<file path="src/rtl/dgf_pkg.sv">
// Shared constants and types for the deglitch filter.
// Assumes byte-wide ports and a 32-bit configuration data bus.
package dgf_pkg;
    localparam int unsigned PORT_W = 8;
    localparam int unsigned BUS_W  = 32;
    typedef logic [PORT_W-1:0] port_byte_t;
endpackage

</file>
<file path="src/rtl/dgf_regs.sv">
// Configuration store: one shared interval and one enable byte per port.
// Assumes single-cycle writes. Writes to unmapped addresses are dropped.
module dgf_regs
    import dgf_pkg::*;
#(
    parameter int unsigned NUM_PORTS     = 4,
    parameter int unsigned CNT_W         = 20,
    parameter int unsigned ADDR_W        = 8,
    parameter int unsigned INTERVAL_ADDR = 0,
    parameter int unsigned ENABLE_BASE   = 4,
    localparam int unsigned NUM_CH       = NUM_PORTS * PORT_W
) (
    input  logic               clk,
    input  logic               rst_n,
    input  logic               cfg_we,
    input  logic [ADDR_W-1:0]  cfg_addr,
    input  logic [BUS_W-1:0]   cfg_wdata,
    output logic [CNT_W-1:0]   interval_q,
    output logic [NUM_CH-1:0]  enable_q
);
    logic unused_wdata;
    assign unused_wdata = ^cfg_wdata;

    // Capture the low interval bits on a write to the interval address.
    always_ff @(posedge clk) begin
        if (!rst_n) begin
            interval_q <= '0;
        end else if (cfg_we && cfg_addr == ADDR_W'(INTERVAL_ADDR)) begin
            interval_q <= cfg_wdata[CNT_W-1:0];
        end
    end

    for (genvar p = 0; p < NUM_PORTS; p++) begin : g_en
        port_byte_t en_byte;
        // Capture one port's enable byte on a write to its own address.
        always_ff @(posedge clk) begin
            if (!rst_n) begin
                en_byte <= '0;
            end else if (cfg_we && cfg_addr == ADDR_W'(ENABLE_BASE + p)) begin
                en_byte <= cfg_wdata[PORT_W-1:0];
            end
        end
        assign enable_q[p*PORT_W +: PORT_W] = en_byte;
    end
endmodule

</file>
<file path="src/rtl/dgf_chan.sv">
// One filtered channel: holds a level and counts the ticks the raw input
// has differed from it. Assumes the interval may change at any cycle.
module dgf_chan #(
    parameter int unsigned CNT_W = 20
) (
    input  logic             clk,
    input  logic             rst_n,
    input  logic             tick,
    input  logic             enable,
    input  logic [CNT_W-1:0] interval,
    input  logic             raw,
    output logic             clean
);
    logic             level_q;
    logic [CNT_W-1:0] cnt_q;
    logic             differs;
    logic             expired;

    assign differs = raw != level_q;
    assign expired = cnt_q >= interval;

    // Track the raw level when bypassed, otherwise count stable ticks.
    always_ff @(posedge clk) begin
        if (!rst_n) begin
            level_q <= raw;
            cnt_q   <= '0;
        end else if (!enable) begin
            level_q <= raw;
            cnt_q   <= '0;
        end else if (!differs) begin
            cnt_q   <= '0;
        end else if (tick) begin
            if (expired) begin
                level_q <= raw;
                cnt_q   <= '0;
            end else begin
                cnt_q   <= cnt_q + 1'b1;
            end
        end
    end

    // Bypass channels pass the raw input, filtered ones the held level.
    always_comb begin
        clean = enable ? level_q : raw;
    end
endmodule

</file>
<file path="src/rtl/dgf_port.sv">
// One byte-wide port: a row of filtered channels sharing tick and interval.
module dgf_port
    import dgf_pkg::*;
#(
    parameter int unsigned CNT_W = 20
) (
    input  logic             clk,
    input  logic             rst_n,
    input  logic             tick,
    input  logic [CNT_W-1:0] interval,
    input  port_byte_t       enable,
    input  port_byte_t       raw,
    output port_byte_t       clean
);
    for (genvar i = 0; i < PORT_W; i++) begin : g_ch
        dgf_chan #(.CNT_W(CNT_W)) u_ch (
            .clk      (clk),
            .rst_n    (rst_n),
            .tick     (tick),
            .enable   (enable[i]),
            .interval (interval),
            .raw      (raw[i]),
            .clean    (clean[i])
        );
    end
endmodule

</file>
<file path="src/rtl/deglitch_filter.sv">
// Top of the input deglitch filter: configuration store plus one filter
// row per port. Assumes tick is a one-cycle strobe from a 200 ns base.
module deglitch_filter
    import dgf_pkg::*;
#(
    parameter int unsigned NUM_PORTS     = 4,
    parameter int unsigned CNT_W         = 20,
    parameter int unsigned ADDR_W        = 8,
    parameter int unsigned INTERVAL_ADDR = 0,
    parameter int unsigned ENABLE_BASE   = 4,
    localparam int unsigned NUM_CH       = NUM_PORTS * PORT_W
) (
    input  logic              clk,
    input  logic              rst_n,
    input  logic              tick,
    input  logic              cfg_we,
    input  logic [ADDR_W-1:0] cfg_addr,
    input  logic [BUS_W-1:0]  cfg_wdata,
    input  logic [NUM_CH-1:0] raw_in,
    output logic [NUM_CH-1:0] clean_out
);
    logic [CNT_W-1:0]  interval_q;
    logic [NUM_CH-1:0] en_vec;

    dgf_regs #(
        .NUM_PORTS     (NUM_PORTS),
        .CNT_W         (CNT_W),
        .ADDR_W        (ADDR_W),
        .INTERVAL_ADDR (INTERVAL_ADDR),
        .ENABLE_BASE   (ENABLE_BASE)
    ) u_regs (
        .clk        (clk),
        .rst_n      (rst_n),
        .cfg_we     (cfg_we),
        .cfg_addr   (cfg_addr),
        .cfg_wdata  (cfg_wdata),
        .interval_q (interval_q),
        .enable_q   (en_vec)
    );

    for (genvar p = 0; p < NUM_PORTS; p++) begin : g_port
        dgf_port #(.CNT_W(CNT_W)) u_port (
            .clk      (clk),
            .rst_n    (rst_n),
            .tick     (tick),
            .interval (interval_q),
            .enable   (en_vec[p*PORT_W +: PORT_W]),
            .raw      (raw_in[p*PORT_W +: PORT_W]),
            .clean    (clean_out[p*PORT_W +: PORT_W])
        );
    end
endmodule

</file>
<file path="config.mk">
export PLATFORM = sky130hd
export DESIGN_NAME = deglitch_filter
export DESIGN_NICKNAME = d
export VERILOG_FILES = /design/src/rtl/dgf_pkg.sv /design/src/rtl/dgf_regs.sv /design/src/rtl/dgf_chan.sv /design/src/rtl/dgf_port.sv /design/src/rtl/deglitch_filter.sv
export SDC_FILE = /design/constraint.sdc
export NUM_CORES = 2
export LEC_CHECK = 0
export BUFFER_PORTS_ARGS = -buffer_cell sky130_fd_sc_hd__buf_2
export CAP_MARGIN = 20
export CORE_MARGIN = 3
export CORE_UTILIZATION = 25
export DETAILED_ROUTE_END_ITERATION = 8
export GPL_TIMING_DRIVEN = 1
export PLACE_DENSITY_LB_ADDON = 0.05
export SETUP_SLACK_MARGIN = 0.4
export SYNTH_ARGS = -nofsm -noshare
export SYNTH_HDL_FRONTEND = slang
export SYNTH_HIERARCHICAL = 1
export SYNTH_SLANG_ARGS = --single-unit
</file>
<file path="constraint.sdc">
create_clock -name clk -period 4.4 [get_ports clk]
set_input_delay 0.44 -clock clk [delete_from_list [all_inputs] [get_ports clk]]
set_output_delay 0.44 -clock clk [all_outputs]
set_load 0.01 [all_outputs]
</file>
==> results.toml <==
[status]
status = "finished, final reports clean"

[flow_run]
maxCapViolations = 0

[worst_setup_path]
cp.required_ps = 4830
slowest_stage = "o221ai_4"
cp_common_cell = "nand4_1"
cpLargestDelayFamily = "compound AO/OA/AOI/OAI gates"
critPathLaunchType = "register"
reg2regPathDepth = 8
max_stage_delay_ps = 680
crit_arrival_ps = 3720
end_kind = "register"
reg2reg_from = "u_regs/interval_q[18]"
crit_fanout = 19
crit_chain = "buf_12 > inv_1 > ha_1 > nand4_1 > nor2_1 > nand4_1 > o221ai_4 > a21o_1"
crit_type = "reg2reg"
path_buf_inv = 2
worstReg2RegEnd = "g_port[0].u_port/g_ch[2].u_ch/level_q"
reg2reg_slack_ps = 1120

[clock_network]
cts_sinks = 724
clkTransAtPathRegs_ps = 60
cts_tree = "done"
numCtsBuffers = 102
h-tree-depth = 3
clock-root-buffer = "clkbuf_16"
clk_path_buf_depth = 3
post_cts_buffers = 0
worstSkewPairLatency_ps = 730

[synthesis]
async_flop_share = 0
syn_area_per_cell_sq_um = 8.792
yosysSeqAreaShare = 0.2874
synth_nets = 6610
synth_area_leaders = "dfxtp_1 (27%), ha_1 (16%), xor2_1 (6.5%)"
yosysWarnings = 6
synth_top_cell_by_area = "dfxtp_1"
netlist_instances = 5862
synth-edff-count = 32
synthDistinctLibCells = 36
yosys.area.top_type_share = 0.2688
synthesis.area_sq_um = 51540
ys_ff_latch = 724
synthFlopType = "dfxtp_1"

[pwr]
ir_drop_v = 0.0002638
leakage_nw = 19.73
power_density_nw_per_um2 = 261.7

[route]
avgRoutedWirePerCell_microns = 19.06
antenna_left = 0
routed_wl_microns = 168200
vias_per_cell = 4.650
first_iter_violations = 1889
vias = 41044
drc = 0
first_pass_iters = 5

[grt]
overflow = 0
grt_pass1_wl_microns = 259700
use_met2 = 0.2722
track_usage = 0.1589
grt-busiest-layer = "met2"
gr-usage-met3 = 0.01803
grt_pass1_vias = 41123
grt_max_degree = 57
use_met1 = 0.2141
antenna_found_initial = 5

[floorplan]
die_area_sq_um = 211600
die_x_microns = 460.1
rows = 166
start_util = 0.2517
fp.dieH_microns = 460.1
core_area_sq_um = 204800
ios = 108

[timing]
timing.fmax_mhz = 304.5
max-slew-margin-rel = 0.2496
timing.final.crit_share = 0.7464
setup-tns-final_ps = 0
slew_violations = 0
setup_viol = 0
finalHoldViolations = 0
hold_ws_ps = 192.8
tightestPinTransition_ps = 1123
min_period_ps = 3284
clock_skew_ps = 32.74
rsz0062_at_grt = "no"

[final_layout]
synthToLayoutAreaGrowth_pct = 15.38
final_nets = 6800
finalInstanceArea_sq_um = 59470
drive_gt1_frac = 0.1327

[placement]
dp_hpwl_microns = 113300
postPlaceCellArea_sq_um = 55610
port_buffers = 95
gp_congestion = 0.7382

[hold_path]
hold_path_depth = 3
worstHoldStart = "tick"
hold_class = "in2reg"
hold_end = "g_port[2].u_port/g_ch[5].u_ch/cnt_q[1]"
[cells by family (layout without fill, tap and decap cells)]
group,Yosys count,after routing,share of synthesized area
AND/OR/NAND/NOR,2321,2321,0.2602
buffers and inverters,909,1182,0.07096
flip-flops,724,724,0.2874
adder cells (fa/ha/maj),672,672,0.1631
XOR/XNOR,608,608,0.1033
AO/OA/AOI/OAI,544,544,0.09788
multiplexers,84,84,0.01709
other,0,3,0
[tightest hold or removal path, stage by stage]
cell and delay [ps]:
buf_8 180, nand4_1 120, o32ai_1 80
[repair_timing]
item	in CTS	in global routing
hold buffers	44	0
resized for setup	0	0
endpoints found under the hold margin	44	0
[worst max path at each step]
stage	depth (start not counted)	start	to	slack [ps]
after floorplan	7	u_regs/interval_q[9]	g_port[0].u_port/g_ch[0].u_ch/level_q	1800
after global placement	8	u_regs/interval_q[18]	g_port[0].u_port/g_ch[2].u_ch/level_q	1050
after detailed placement	8	u_regs/interval_q[18]	g_port[2].u_port/g_ch[5].u_ch/level_q	1030
after CTS	8	u_regs/interval_q[18]	g_port[2].u_port/g_ch[5].u_ch/level_q	1010
after global routing	8	u_regs/interval_q[18]	g_port[1].u_port/g_ch[0].u_ch/level_q	880
final	8	u_regs/interval_q[18]	g_port[0].u_port/g_ch[2].u_ch/level_q	1120
[layer usage]
layer | routed length [microns] | up-vias
met3 | 3457 | 157
met1 | 82060 | 19446
met5 | 0 | -
li1 | - | 21112
met2 | 79490 | 329
met4 | 3177 | 0
[flip-flops by register name, indices dropped and copies added (netlist names)]
name / cells
g_port.u_port/g_ch.u_ch/cnt_q: 640
g_port.u_port/g_ch.u_ch/level_q: 32
u_regs/g_en.en_byte: 32
u_regs/interval_q: 20
[metrics by stage]
step / setup WS, ps / instances / util / total power [mW]
floorplan: 1797 / 5862 / - / 7.117
global placement: 1053 / 8585 / 0.2713 / 7.325
detailed placement: 1027 / 8588 / 0.2716 / 7.327
CTS: 1011 / 8819 / 0.2900 / 16.02
global route: 877.0 / 8825 / 0.2904 / 16.22
finish: 1116 / 8826 / 0.2904 / 15.57
[cells in the final DEF, fill, tap and decap left out, types with 93 or more instances in the layout]
cell type  instances
o21ai_0          128
nor3_1           321
clkbuf_16        103
buf_2             93
nand2_1          392
xor2_1           384
nand4_1          416
inv_1            768
nor2_1           321
nor3_2           320
xnor2_1          224
dfxtp_1          672
a21oi_1           96
nand3_1          288
ha_1             672
[synthesized netlist by cell type (32+ instances only)]
| cell type | count |
|---|---|
| inv_1 | 768 |
| dfxtp_1 | 692 |
| ha_1 | 672 |
| nand4_1 | 416 |
| nand2_1 | 392 |
| xor2_1 | 384 |
| nor2_1 | 321 |
| nor3_1 | 321 |
| nor3_2 | 320 |
| nand3_1 | 288 |
| xnor2_1 | 224 |
| o21ai_0 | 128 |
| clkbuf_1 | 105 |
| a21oi_1 | 96 |
| a211oi_1 | 64 |
| a21o_1 | 64 |
| and2_1 | 64 |
| and4_1 | 64 |
| nor2b_1 | 64 |
| o32ai_1 | 64 |
| mux2i_1 | 52 |
| a211oi_2 | 32 |
| a221o_1 | 32 |
| a221oi_4 | 32 |
| buf_6 | 32 |
| edfxtp_1 | 32 |
| mux2_2 | 32 |
| nand3b_1 | 32 |
| o221ai_4 | 32 |
| or3_1 | 32 |
[power by group]
group          internal, mW  switching, mW  total (mW)
Sequential             6.61         0.0134        6.62
Clock                  4.95           3.42        8.37
Combinational         0.175          0.399       0.574
[final cells by class]
cell class	instances	area [sq um]
inverters	768	2883
diodes	3	7.507
repair buffers	227	1923
flip-flops and latches	724	14890
clock inverters	21	158.9
multi-input cells	4229	33070
well taps	2688	3363
fillers	21690	145300
clock buffers	166	3174
No activity file was read; power rests on OpenSTA's default activity.
